**src/rtl/mpic_pkg.sv**
```systemverilog
package mpic_pkg;
  localparam int SLOT_N = 64;
  localparam int LVL_W  = 3;
  localparam int PRI_W  = 3;
  localparam int BYTE_W = 8;
endpackage

```
**src/rtl/mpic_regs.sv**
```systemverilog
module mpic_regs #(
  parameter int SLOT_N = mpic_pkg::SLOT_N,
  parameter int BYTE_W = mpic_pkg::BYTE_W,
  localparam int IDX_W = $clog2(SLOT_N),
  localparam int ADDR_W = IDX_W + 1
) (
  input  logic                     clk,
  input  logic                     rst,
  input  logic                     wr_en,
  input  logic [ADDR_W-1:0]        addr,
  input  logic [BYTE_W-1:0]        wdata,
  output logic [BYTE_W-1:0]        rdata,
  output logic [SLOT_N-1:0]        mask_o,
  output logic [SLOT_N*BYTE_W-1:0] ctrl_o
);
  localparam int MASK_BYTES = SLOT_N / BYTE_W;
  localparam int BSEL_W     = $clog2(MASK_BYTES);

  logic [SLOT_N-1:0] mask_q;
  logic [BYTE_W-1:0] ctrl_q [SLOT_N];
  logic [BYTE_W-1:0] rdata_q;

  logic              is_ctrl;
  logic              mask_hit;
  logic [IDX_W-1:0]  slot;
  logic [BSEL_W-1:0] bsel;

  assign is_ctrl  = addr[ADDR_W-1];
  assign slot     = addr[IDX_W-1:0];
  assign bsel     = addr[BSEL_W-1:0];
  assign mask_hit = !is_ctrl && (addr[IDX_W-1:BSEL_W] == '0);

  always_ff @(posedge clk) begin
    if (rst) begin
      mask_q  <= '1;
      rdata_q <= '0;
      for (int i = 0; i < SLOT_N; i++) ctrl_q[i] <= '0;
    end else begin
      if (wr_en) begin
        if (is_ctrl) ctrl_q[slot] <= wdata;
        else if (mask_hit) mask_q[bsel*BYTE_W +: BYTE_W] <= wdata;
      end
      if (is_ctrl) rdata_q <= ctrl_q[slot];
      else if (mask_hit) rdata_q <= mask_q[bsel*BYTE_W +: BYTE_W];
      else rdata_q <= '0;
    end
  end

  assign rdata  = rdata_q;
  assign mask_o = mask_q;

  for (genvar g = 0; g < SLOT_N; g++) begin : g_flat
    assign ctrl_o[g*BYTE_W +: BYTE_W] = ctrl_q[g];
  end

  // a control write lands in the addressed byte
  a_r1_ctrl_write: assert property (@(posedge clk) disable iff (rst)
    (wr_en && is_ctrl) |=> (ctrl_q[$past(slot)] == $past(wdata)));

  // a mask write lands in the addressed byte lane
  a_r1_mask_write: assert property (@(posedge clk) disable iff (rst)
    (wr_en && mask_hit) |=> (mask_q[$past(bsel)*BYTE_W +: BYTE_W] == $past(wdata)));
endmodule

```
**src/rtl/mpic_elig.sv**
```systemverilog
module mpic_elig #(
  parameter int SLOT_N = mpic_pkg::SLOT_N,
  parameter int BYTE_W = mpic_pkg::BYTE_W,
  parameter int LVL_W  = mpic_pkg::LVL_W,
  parameter int PRI_W  = mpic_pkg::PRI_W,
  localparam int KEY_W = LVL_W + PRI_W
) (
  input  logic [SLOT_N-1:0]        src,
  input  logic [SLOT_N-1:0]        mask,
  input  logic [SLOT_N*BYTE_W-1:0] ctrl,
  output logic [SLOT_N-1:0]        elig,
  output logic [SLOT_N*KEY_W-1:0]  key
);
  logic block_all;
  assign block_all = mask[0];

  assign elig[0] = 1'b0;
  assign key[KEY_W-1:0] = '0;

  for (genvar g = 1; g < SLOT_N; g++) begin : g_slot
    logic [BYTE_W-1:0] cb;
    logic              lvl_set;
    assign cb      = ctrl[g*BYTE_W +: BYTE_W];
    assign lvl_set = (cb[KEY_W-1:PRI_W] != '0);
    assign elig[g] = src[g] && !mask[g] && !block_all && lvl_set;
    assign key[g*KEY_W +: KEY_W] = cb[KEY_W-1:0];
  end
endmodule

```
**src/rtl/mpic_arb.sv**
```systemverilog
module mpic_arb #(
  parameter int SLOT_N = mpic_pkg::SLOT_N,
  parameter int KEY_W  = mpic_pkg::LVL_W + mpic_pkg::PRI_W,
  localparam int IDX_W = $clog2(SLOT_N),
  localparam int NODES = 2*SLOT_N - 1
) (
  input  logic [SLOT_N-1:0]       elig,
  input  logic [SLOT_N*KEY_W-1:0] key,
  output logic                    win_vld,
  output logic [KEY_W-1:0]        win_key,
  output logic [IDX_W-1:0]        win_idx
);
  logic             n_vld [NODES];
  logic [KEY_W-1:0] n_key [NODES];
  logic [IDX_W-1:0] n_idx [NODES];

  for (genvar i = 0; i < SLOT_N; i++) begin : g_leaf
    assign n_vld[SLOT_N-1+i] = elig[i];
    assign n_key[SLOT_N-1+i] = key[i*KEY_W +: KEY_W];
    assign n_idx[SLOT_N-1+i] = IDX_W'(i);
  end

  // left child always covers the lower slot numbers; ties stay left
  for (genvar n = 0; n < SLOT_N-1; n++) begin : g_node
    logic take_r;
    assign take_r = n_vld[2*n+2] &&
                    (!n_vld[2*n+1] || (n_key[2*n+2] > n_key[2*n+1]));
    assign n_vld[n] = n_vld[2*n+1] || n_vld[2*n+2];
    assign n_key[n] = take_r ? n_key[2*n+2] : n_key[2*n+1];
    assign n_idx[n] = take_r ? n_idx[2*n+2] : n_idx[2*n+1];
  end

  assign win_vld = n_vld[0];
  assign win_key = n_key[0];
  assign win_idx = n_idx[0];
endmodule

```
**src/rtl/mpic_top.sv**
```systemverilog
module mpic_top #(
  parameter int SLOT_N = mpic_pkg::SLOT_N,
  parameter int BYTE_W = mpic_pkg::BYTE_W,
  parameter int LVL_W  = mpic_pkg::LVL_W,
  parameter int PRI_W  = mpic_pkg::PRI_W,
  localparam int IDX_W  = $clog2(SLOT_N),
  localparam int ADDR_W = IDX_W + 1,
  localparam int KEY_W  = LVL_W + PRI_W
) (
  input  logic              clk,
  input  logic              rst,
  input  logic [SLOT_N-1:0] irq_src,
  input  logic              bus_wr,
  input  logic [ADDR_W-1:0] bus_addr,
  input  logic [BYTE_W-1:0] bus_wdata,
  output logic [BYTE_W-1:0] bus_rdata,
  output logic [LVL_W-1:0]  irq_level,
  output logic [IDX_W-1:0]  irq_vec
);
  logic [SLOT_N-1:0]        mask_w;
  logic [SLOT_N*BYTE_W-1:0] ctrl_w;
  logic [SLOT_N-1:0]        elig_w;
  logic [SLOT_N*KEY_W-1:0]  key_w;
  logic                     win_vld;
  logic [KEY_W-1:0]         win_key;
  logic [IDX_W-1:0]         win_idx;

  mpic_regs #(.SLOT_N(SLOT_N), .BYTE_W(BYTE_W)) u_regs (
    .clk(clk), .rst(rst), .wr_en(bus_wr), .addr(bus_addr),
    .wdata(bus_wdata), .rdata(bus_rdata), .mask_o(mask_w), .ctrl_o(ctrl_w)
  );

  mpic_elig #(.SLOT_N(SLOT_N), .BYTE_W(BYTE_W), .LVL_W(LVL_W), .PRI_W(PRI_W)) u_elig (
    .src(irq_src), .mask(mask_w), .ctrl(ctrl_w), .elig(elig_w), .key(key_w)
  );

  mpic_arb #(.SLOT_N(SLOT_N), .KEY_W(KEY_W)) u_arb (
    .elig(elig_w), .key(key_w),
    .win_vld(win_vld), .win_key(win_key), .win_idx(win_idx)
  );

  always_ff @(posedge clk) begin
    if (rst) begin
      irq_level <= '0;
      irq_vec   <= '0;
    end else begin
      irq_level <= win_vld ? win_key[KEY_W-1:PRI_W] : '0;
      irq_vec   <= win_vld ? win_idx : '0;
    end
  end

  // global mask silences the outputs on the next cycle
  a_r3_mask_all_blocks: assert property (@(posedge clk) disable iff (rst)
    mask_w[0] |=> (irq_level == '0));

  // slot 0 is never presented
  a_r4_slot0_never: assert property (@(posedge clk) disable iff (rst)
    (irq_level != '0) |-> (irq_vec != '0));

  // the arbiter never picks a masked slot
  a_r4_winner_unmasked: assert property (@(posedge clk) disable iff (rst)
    win_vld |-> !mask_w[win_idx]);

  // the winner always carries a nonzero level field
  a_r5_winner_level_set: assert property (@(posedge clk) disable iff (rst)
    win_vld |-> (win_key[KEY_W-1:PRI_W] != '0));

  // idle output carries a zero vector
  a_r9_idle_zero_vec: assert property (@(posedge clk) disable iff (rst)
    (irq_level == '0) |-> (irq_vec == '0));

  // no requests means idle on the next cycle
  a_r9_no_request_idle: assert property (@(posedge clk) disable iff (rst)
    (irq_src == '0) |=> (irq_level == '0));
endmodule

```
**config.mk**
```make
export PLATFORM = sky130hd
export DESIGN_NAME = mpic_top
export DESIGN_NICKNAME = d
export VERILOG_FILES = /design/src/rtl/mpic_pkg.sv /design/src/rtl/mpic_regs.sv /design/src/rtl/mpic_elig.sv /design/src/rtl/mpic_arb.sv /design/src/rtl/mpic_top.sv
export SDC_FILE = /design/constraint.sdc
export NUM_CORES = 2
export LEC_CHECK = 0
export BUFFER_PORTS_ARGS = -buffer_cell sky130_fd_sc_hd__buf_2
export CAP_MARGIN = 20
export CORE_ASPECT_RATIO = 0.7
export CORE_MARGIN = 2
export CORE_UTILIZATION = 60
export CTS_CLUSTER_SIZE = 40
export DETAILED_ROUTE_END_ITERATION = 10
export PLACE_DENSITY = 0.77
export SLEW_MARGIN = 5
export SYNTH_ARGS = -nofsm -noshare
export SYNTH_HDL_FRONTEND = slang
export SYNTH_SLANG_ARGS = --single-unit
```
**constraint.sdc**
```tcl
create_clock -name clk -period 16.2 [get_ports clk]
set_input_delay 3.24 -clock clk [delete_from_list [all_inputs] [get_ports clk]]
set_output_delay 3.24 -clock clk [all_outputs]
set_load 0.05 [all_outputs]
```
# Word-level counts from Yosys, hierarchy flattened
# Memory sizes are Yosys's and may differ from the RTL's.
# Index checks and enable logic that the tools add are counted.
# classes
addsub	1
order_cmp	62
bitwise_logic	2
mux	138
shift	3
n_reduce_logical	570
# ops
op	n
6-bit two-way mux	65
6-bit greater-than comparator	62
1-bit logical AND	252
3-bit nonzero test	63
1-bit zero test	127
1-bit logical OR	124
64-bit bitwise mux	1
8-bit by 34-bit variable shift with 64-bit output (first input constant)	1
64-bit by 7-bit variable part select with 8-bit output	1
8-bit by 34-bit variable part select with 64-bit output	1
1-bit two-way mux	39
6-bit negator with 34-bit output	1
2-bit two-way mux	16
3-bit two-way mux	8
8-bit two-way mux	3
4-bit two-way mux	4
5-bit two-way mux	2
8-bit OR reduction	1
3-bit zero test	1
3-bit AND reduction	1
1-bit inverter	2
2-bit OR reduction	1
# totals
ram_bits	512
mem_count	1
output_inout_bits	17
reg_bits	81
inputBits	82
word_cells	781
# mem_list
memory	depth	width	read_ports	rd_ports_with_merged_regs	wr	line	rtl
u_regs.ctrl_q	64	8	64	0	64	mpic_regs.sv:20	logic [BYTE_W-1:0] ctrl_q [SLOT_N];

# Longest topological paths before layout
# depth
ltp_word	28
ltp_mapped	68
ltp_nobuf	66

# By module
# Synthesis repeated with hierarchy kept, for this count alone.
# unflattened
cells_unflattened	5019
hier_area_um2	47714.5
# modules_own_cells
mod	area_each_um2	cells_per_inst	seq_area_each_um2	n_inst
mpic_regs	26948.3	2198	16816.1	1
mpic_arb	15713.8	2284	0.0	1
mpic_elig	4793.3	519	0.0	1
mpic_top	259.0	18	180.2	1

# Worst setup path before layout
# No wires, ideal clock.
# synth_timing
path_kind	input-to-reg
startpoint	in irq_src[34]
endpoint	reg irq_vec[1]
setup_slack_ns	2.456
setup_time_ns	0.096
path_stages	56
path_buffers	3
required_ns	16.104
t_arrival_ns	13.648
cell_sequence	or3b_4 -> nor2_4 -> o2111ai_2 -> nand2_2 -> mux2i_1 -> inv_1 -> ha_1 -> nor2b_1 -> o2111ai_1 -> nand2_1 -> nand2b_1 -> o2111ai_1 -> a31oi_1 -> a211oi_4 -> mux2_1 -> ha_1 -> and3_1 -> o21a_1 -> (+20 left out) -> nor2b_1 -> o21a_1 -> o21ai_0 -> o41ai_2 -> a221oi_2 -> a211oi_4 -> buf_6 -> o21ai_0 -> ha_1 -> nor2b_1 -> o21a_1 -> o21a_1 -> o21ai_0 -> nand2b_1 -> a21oi_1 -> o311ai_1 -> or4_1 -> o311ai_1
# synth_via
elab_chain_cells	27
elab_cells_between_ends	42
classes_between	5 x order compare; 10 x mux; 1 x bitwise; 26 x reduce/logical
# synth_rtl
item	line	rtl
start: declaration	mpic_top.sv:12	input logic [SLOT_N-1:0] irq_src,
1-bit logical AND * (3 in series)	mpic_elig.sv:25	assign elig[g] = src[g] && !mask[g] && !block_all && lvl_set;
1-bit zero test	mpic_arb.sv:27	(!n_vld[2*n+1] || (n_key[2*n+2] > n_key[2*n+1]));
1-bit logical OR	mpic_arb.sv:27	
1-bit logical AND	mpic_arb.sv:26	assign take_r = n_vld[2*n+2] &&
6-bit two-way mux	mpic_arb.sv:29	assign n_key[n] = take_r ? n_key[2*n+2] : n_key[2*n+1];
6-bit greater-than comparator	mpic_arb.sv:27	
1-bit logical OR	mpic_arb.sv:27	
1-bit logical AND	mpic_arb.sv:26	
(+9 left out)	-	
6-bit greater-than comparator	mpic_arb.sv:27	
1-bit logical OR	mpic_arb.sv:27	
1-bit logical AND	mpic_arb.sv:26	
6-bit two-way mux	mpic_arb.sv:29	
6-bit greater-than comparator	mpic_arb.sv:27	
1-bit logical OR	mpic_arb.sv:27	
1-bit logical AND	mpic_arb.sv:26	
6-bit two-way mux	mpic_arb.sv:30	assign n_idx[n] = take_r ? n_idx[2*n+2] : n_idx[2*n+1];
end signal: assignment	mpic_top.sv:48	irq_vec <= win_vld ? win_idx : '0;
end: declaration	mpic_top.sv:18	output logic [IDX_W-1:0] irq_vec
# Every way passes the cells marked *; elsewhere a longest branch is shown, timed or not.
# A chain may end at the register's enable or synchronous reset.

# Worst setup path after layout
# layout_timing
startpoint	in irq_src[50]
endpoint	reg irq_vec[2]
# Same word-level chain as after synthesis.

==> summary.md <==
| Metric | Value |
|---|---|
| Uppermost routed layer | met5 |
| Most frequent cell on the critical path | o21ai_0 |
| Vias per cell | 6.67 |
| Worst-case clock skew | 38.9 ps |
| Number of buffers between clock root and the deepest sink | 3 |
| DIE AREA | 75,600 sq um |
| Area of the multi-input gates | 25,000 sq um |
| Total number of vias | 38,400 |
| Max Fanout on Critical Path | 12 |
| Non-filler instance count after layout | 5,753 |
| Total clock buffers created by CTS | 58 |
| Share of flip-flops with an asynchronous set or reset | 0% |
| Maximum frequency from static timing analysis | 0.0657 GHz |
| Clock sinks | 593 |
| DIE WIDTH | 328 um |
| Dpl cell area | 45,400 sq um |
| Post-CTS setup buffers | 0 |
| Net count after synthesis | 5,117 |
| Layout-stage area growth over the synthesis result | 7.97% |
| Overall track demand over capacity in global routing | 39.7% |
| Total half-perimeter wirelength after legalization and detailed placement | 111,000 um |
| Longest individual stage delay on the worst path | 840 ps |
| Sequential fraction of the synthesis area | 38.6% |
| Main synth FF type | edfxtp_1 |
| Top-area cell type share of the netlist area | 34.9% |
| Count of input and output buffers | 97 |
| Data arrival time of the critical path | 15,800 ps |
| Status | finished clean |
| Worst supply voltage drop on vdd | 93.0 uV |
| Htree depth | 2 |
| Total power consumption of the routed design | 3.80 mW |
| Total of warnings raised by yosys | 0 |
| Final critical-path required period | 15,230 ps |
| Worst max-slew margin expressed relative to the limit | 16.5% |
| Sequential cell area | 17,000 sq um |
| Final-stage net count | 5,167 |
| Wire length on met1 | 63,100 um |
| Die height | 231 um |
| Setup violations, final | 0 |
| Type of the tightest min-delay check | flop to flop |
| Initial cell density of the core | 60.3% |
| Post-synth cell types | 119 |
| Wire length of the first global-routing pass | 223,000 um |
| Number of enable flip-flop cells after synthesis | 512 |
| Remaining global-route overflow | 0 |
| Fillcell total | 5,961 |
| Post-layout instance area | 47,500 sq um |
| Post-synthesis instance area | 44,000 sq um |
| Detailed-routed wire length on met2 | 60,300 um |
| Actual slew at the worst max-slew pin | 1250 ps |
| Cells after DPL | 5,606 |
| Number of hold buffers added after CTS | 0 |
| Hold violation count in the final report | 0 |
| Nature of the critical path startpoint | primary input |
| Fraction of layout cells with a size suffix above 1 | 10.2% |
| Worst EP required | 16,770 ps |
| Synthesis-stage register bit count | 593 |
| Fin. max-slew vios | 0 |
| Worst path bufs/invs | 7 |
| CTS Root Buffer Type | clkbuf_16 |
| Gate count of the mapped netlist | 4,677 |
| Static leakage power | 19.6 nW |
| Number of resized instances in the post-cts repair step | 0 |
| Routed Wire Length | 154,000 um |
| Number of search-and-repair iterations in the first detailed-routing pass | 6 |
| RSZ-0062 raised after global routing | false |
| Met3 wirelength from detailed routing | 23,900 um |
| Power per cell area | 80.0 nW/um^2 |
| Nature of the critical path endpoint | flop |
| Number of top-level design ports | 99 |
| TritonCTS clock tree | built |
| Cell types with the largest area share after synthesis | edfxtp_1, ha_1, and2_1, mux2i_1, dfxtp_1 |
| CP Class | primary input to flop |
| Setup total negative slack | 0 ps |
| Final weighted congestion in routability-driven placement | 1.03 |
| # DRC | 0 |
| Initial antenna violation count | 7 |
| Cell with the most instances after synthesis | and2_1 |
| Number of DRC violations after detailed-routing iteration 0 | 5,735 |
| Std-Cell Core Area | 73,000 sq um |
| Clock transition at the registers of the reported paths | 70 ps |
| Library cell occupying the most area in the post-synthesis netlist | edfxtp_1 |
| Antenna diode instance count | 0 |
| Kind of cell adding the most delay to the critical path | compound AO/OA/AOI/OAI gates |
| Vias in the first global route | 34,700 |
| Routed Antenna Nets | 0 |
| Top cells by count, synth | and2_1, edfxtp_1, nand2_1 |
| Post-route clock period utilization | 94.0% |
| Detail-routed net length per standard cell | 26.8 um |
| Source-to-sink clock delay at the later pin of the worst-skew pair | 680 ps |
| Avg Synthesized Cell Area | 9.41 sq um |
| Worst-path cell with the longest stage delay | nor3_1 |
| Largest net degree at the start of global routing | 77 |
| Placement row count | 83 |
| Max-Cap Viols | 0 |
==> through the flow <==
step | utilization [%] | hold slack, ps | setup WS (ps)
floorplan | - | 450 | 2460
global placement | 62.2 | 472 | 786
detailed placement | 62.2 | 486 | 636
CTS | 64.8 | 498 | 1310
global route | 65.1 | 515 | 143
finish | 65.1 | 493 | 969
==> worst register-to-register path: cells and delay by family (launching register included) <==
family	cells	cell delay (ps)
AOI/OAI and AO/OA	27	5810
and+or+nand+nor	15	3290
adders and majority gates	5	1580
buffers and inverters	7	1250
muxes	3	980
DFF	1	580
==> cells in the final DEF (no fill, tap or decap), types with 11 or more instances in the layout <==
cell type	Yosys	layout
clkinv_2	0	12
o31a_1	18	18
nor3b_1	18	18
nand2_1	387	387
mux2_2	62	62
a21o_1	21	21
o21bai_1	11	11
edfxtp_1	512	512
a211oi_1	28	28
mux2i_1	286	286
nand2b_1	34	34
nor2_1	338	334
inv_1	320	318
a21oi_1	276	276
nor4b_1	12	12
and2_1	531	531
clkbuf_1	178	13
mux4_2	23	23
a22oi_1	20	20
nor2b_1	58	58
dfxtp_1	81	80
clkbuf_16	0	59
a221o_1	20	20
a221oi_1	60	60
o31ai_1	24	24
and4_1	18	18
and3_1	22	22
nor3_1	70	68
buf_2	7	127
nand4_1	39	39
buf_4	2	65
ha_1	358	358
or3_1	23	23
o21ai_0	296	296
a31oi_1	21	21
or2_2	25	25
o211ai_1	48	48
nand3_1	76	76
o22ai_1	44	44
o21a_1	60	60
==> cell families (layout without fill, tap and decap cells) <==
logic type	count (synthesis)	count (layout)	share of synthesized area, %
buf+inv	535	634	4.70
fa+ha+maj	360	360	10.2
mux	376	376	9.41
xor+xnor	7	7	0.139
compound gates	1098	1098	16.4
simple gates	1708	1708	20.5
flops	593	593	38.6
==> power by group <==
part	switching [mW]	internal (mW)	total, mW
clock	0.639	0.756	1.39
sequential	0.0704	1.73	1.80
combinational	0.400	0.210	0.610
total	1.11	2.69	3.80
==> state kept, by name, summed over array words and instances, names as in the netlist <==
register and count:
irq_vec 6, u_regs.ctrl_q 512, irq_level 3, u_regs.rdata 8, u_regs.mask_o 64
==> area by class of cell <==
type	instances	area share, %
inverter	323	2.56
timing repair buffer	202	2.52
clock inverter	29	0.547
multi-input combinational	3549	52.6
tap	977	2.57
sequential	593	35.8
clock buffer	80	3.44
==> path summary, 6_finish.rpt <==
| check | from | endpoint | slack, ps | depth (start not counted) |
|---|---|---|---|---|
| hold / removal | u_regs.mask_o[14]$_SDFFE_PP1P_ | u_regs.mask_o[14]$_SDFFE_PP1P_ | 490 | 2 |
| setup reg to reg | u_regs.mask_o[0]$_SDFFE_PP1P_ | irq_vec[2]$_SDFF_PP0_ | 2620 | 57 |
| setup / recovery | irq_src[50] | irq_vec[2]$_SDFF_PP0_ | 970 | 57 |
| hold reg to reg | u_regs.mask_o[14]$_SDFFE_PP1P_ | u_regs.mask_o[14]$_SDFFE_PP1P_ | 490 | 2 |
==> per-layer routing <==
layer / vias to the layer above / global-route usage [%]
met2: 2648 / 54.1
met3: 409 / 13.9
met4: 8 / 14.7
met1: 18100 / 57.6
met5: - / 0.384
li1: 17200 / -
No activity file was read; power rests on OpenSTA's default activity.
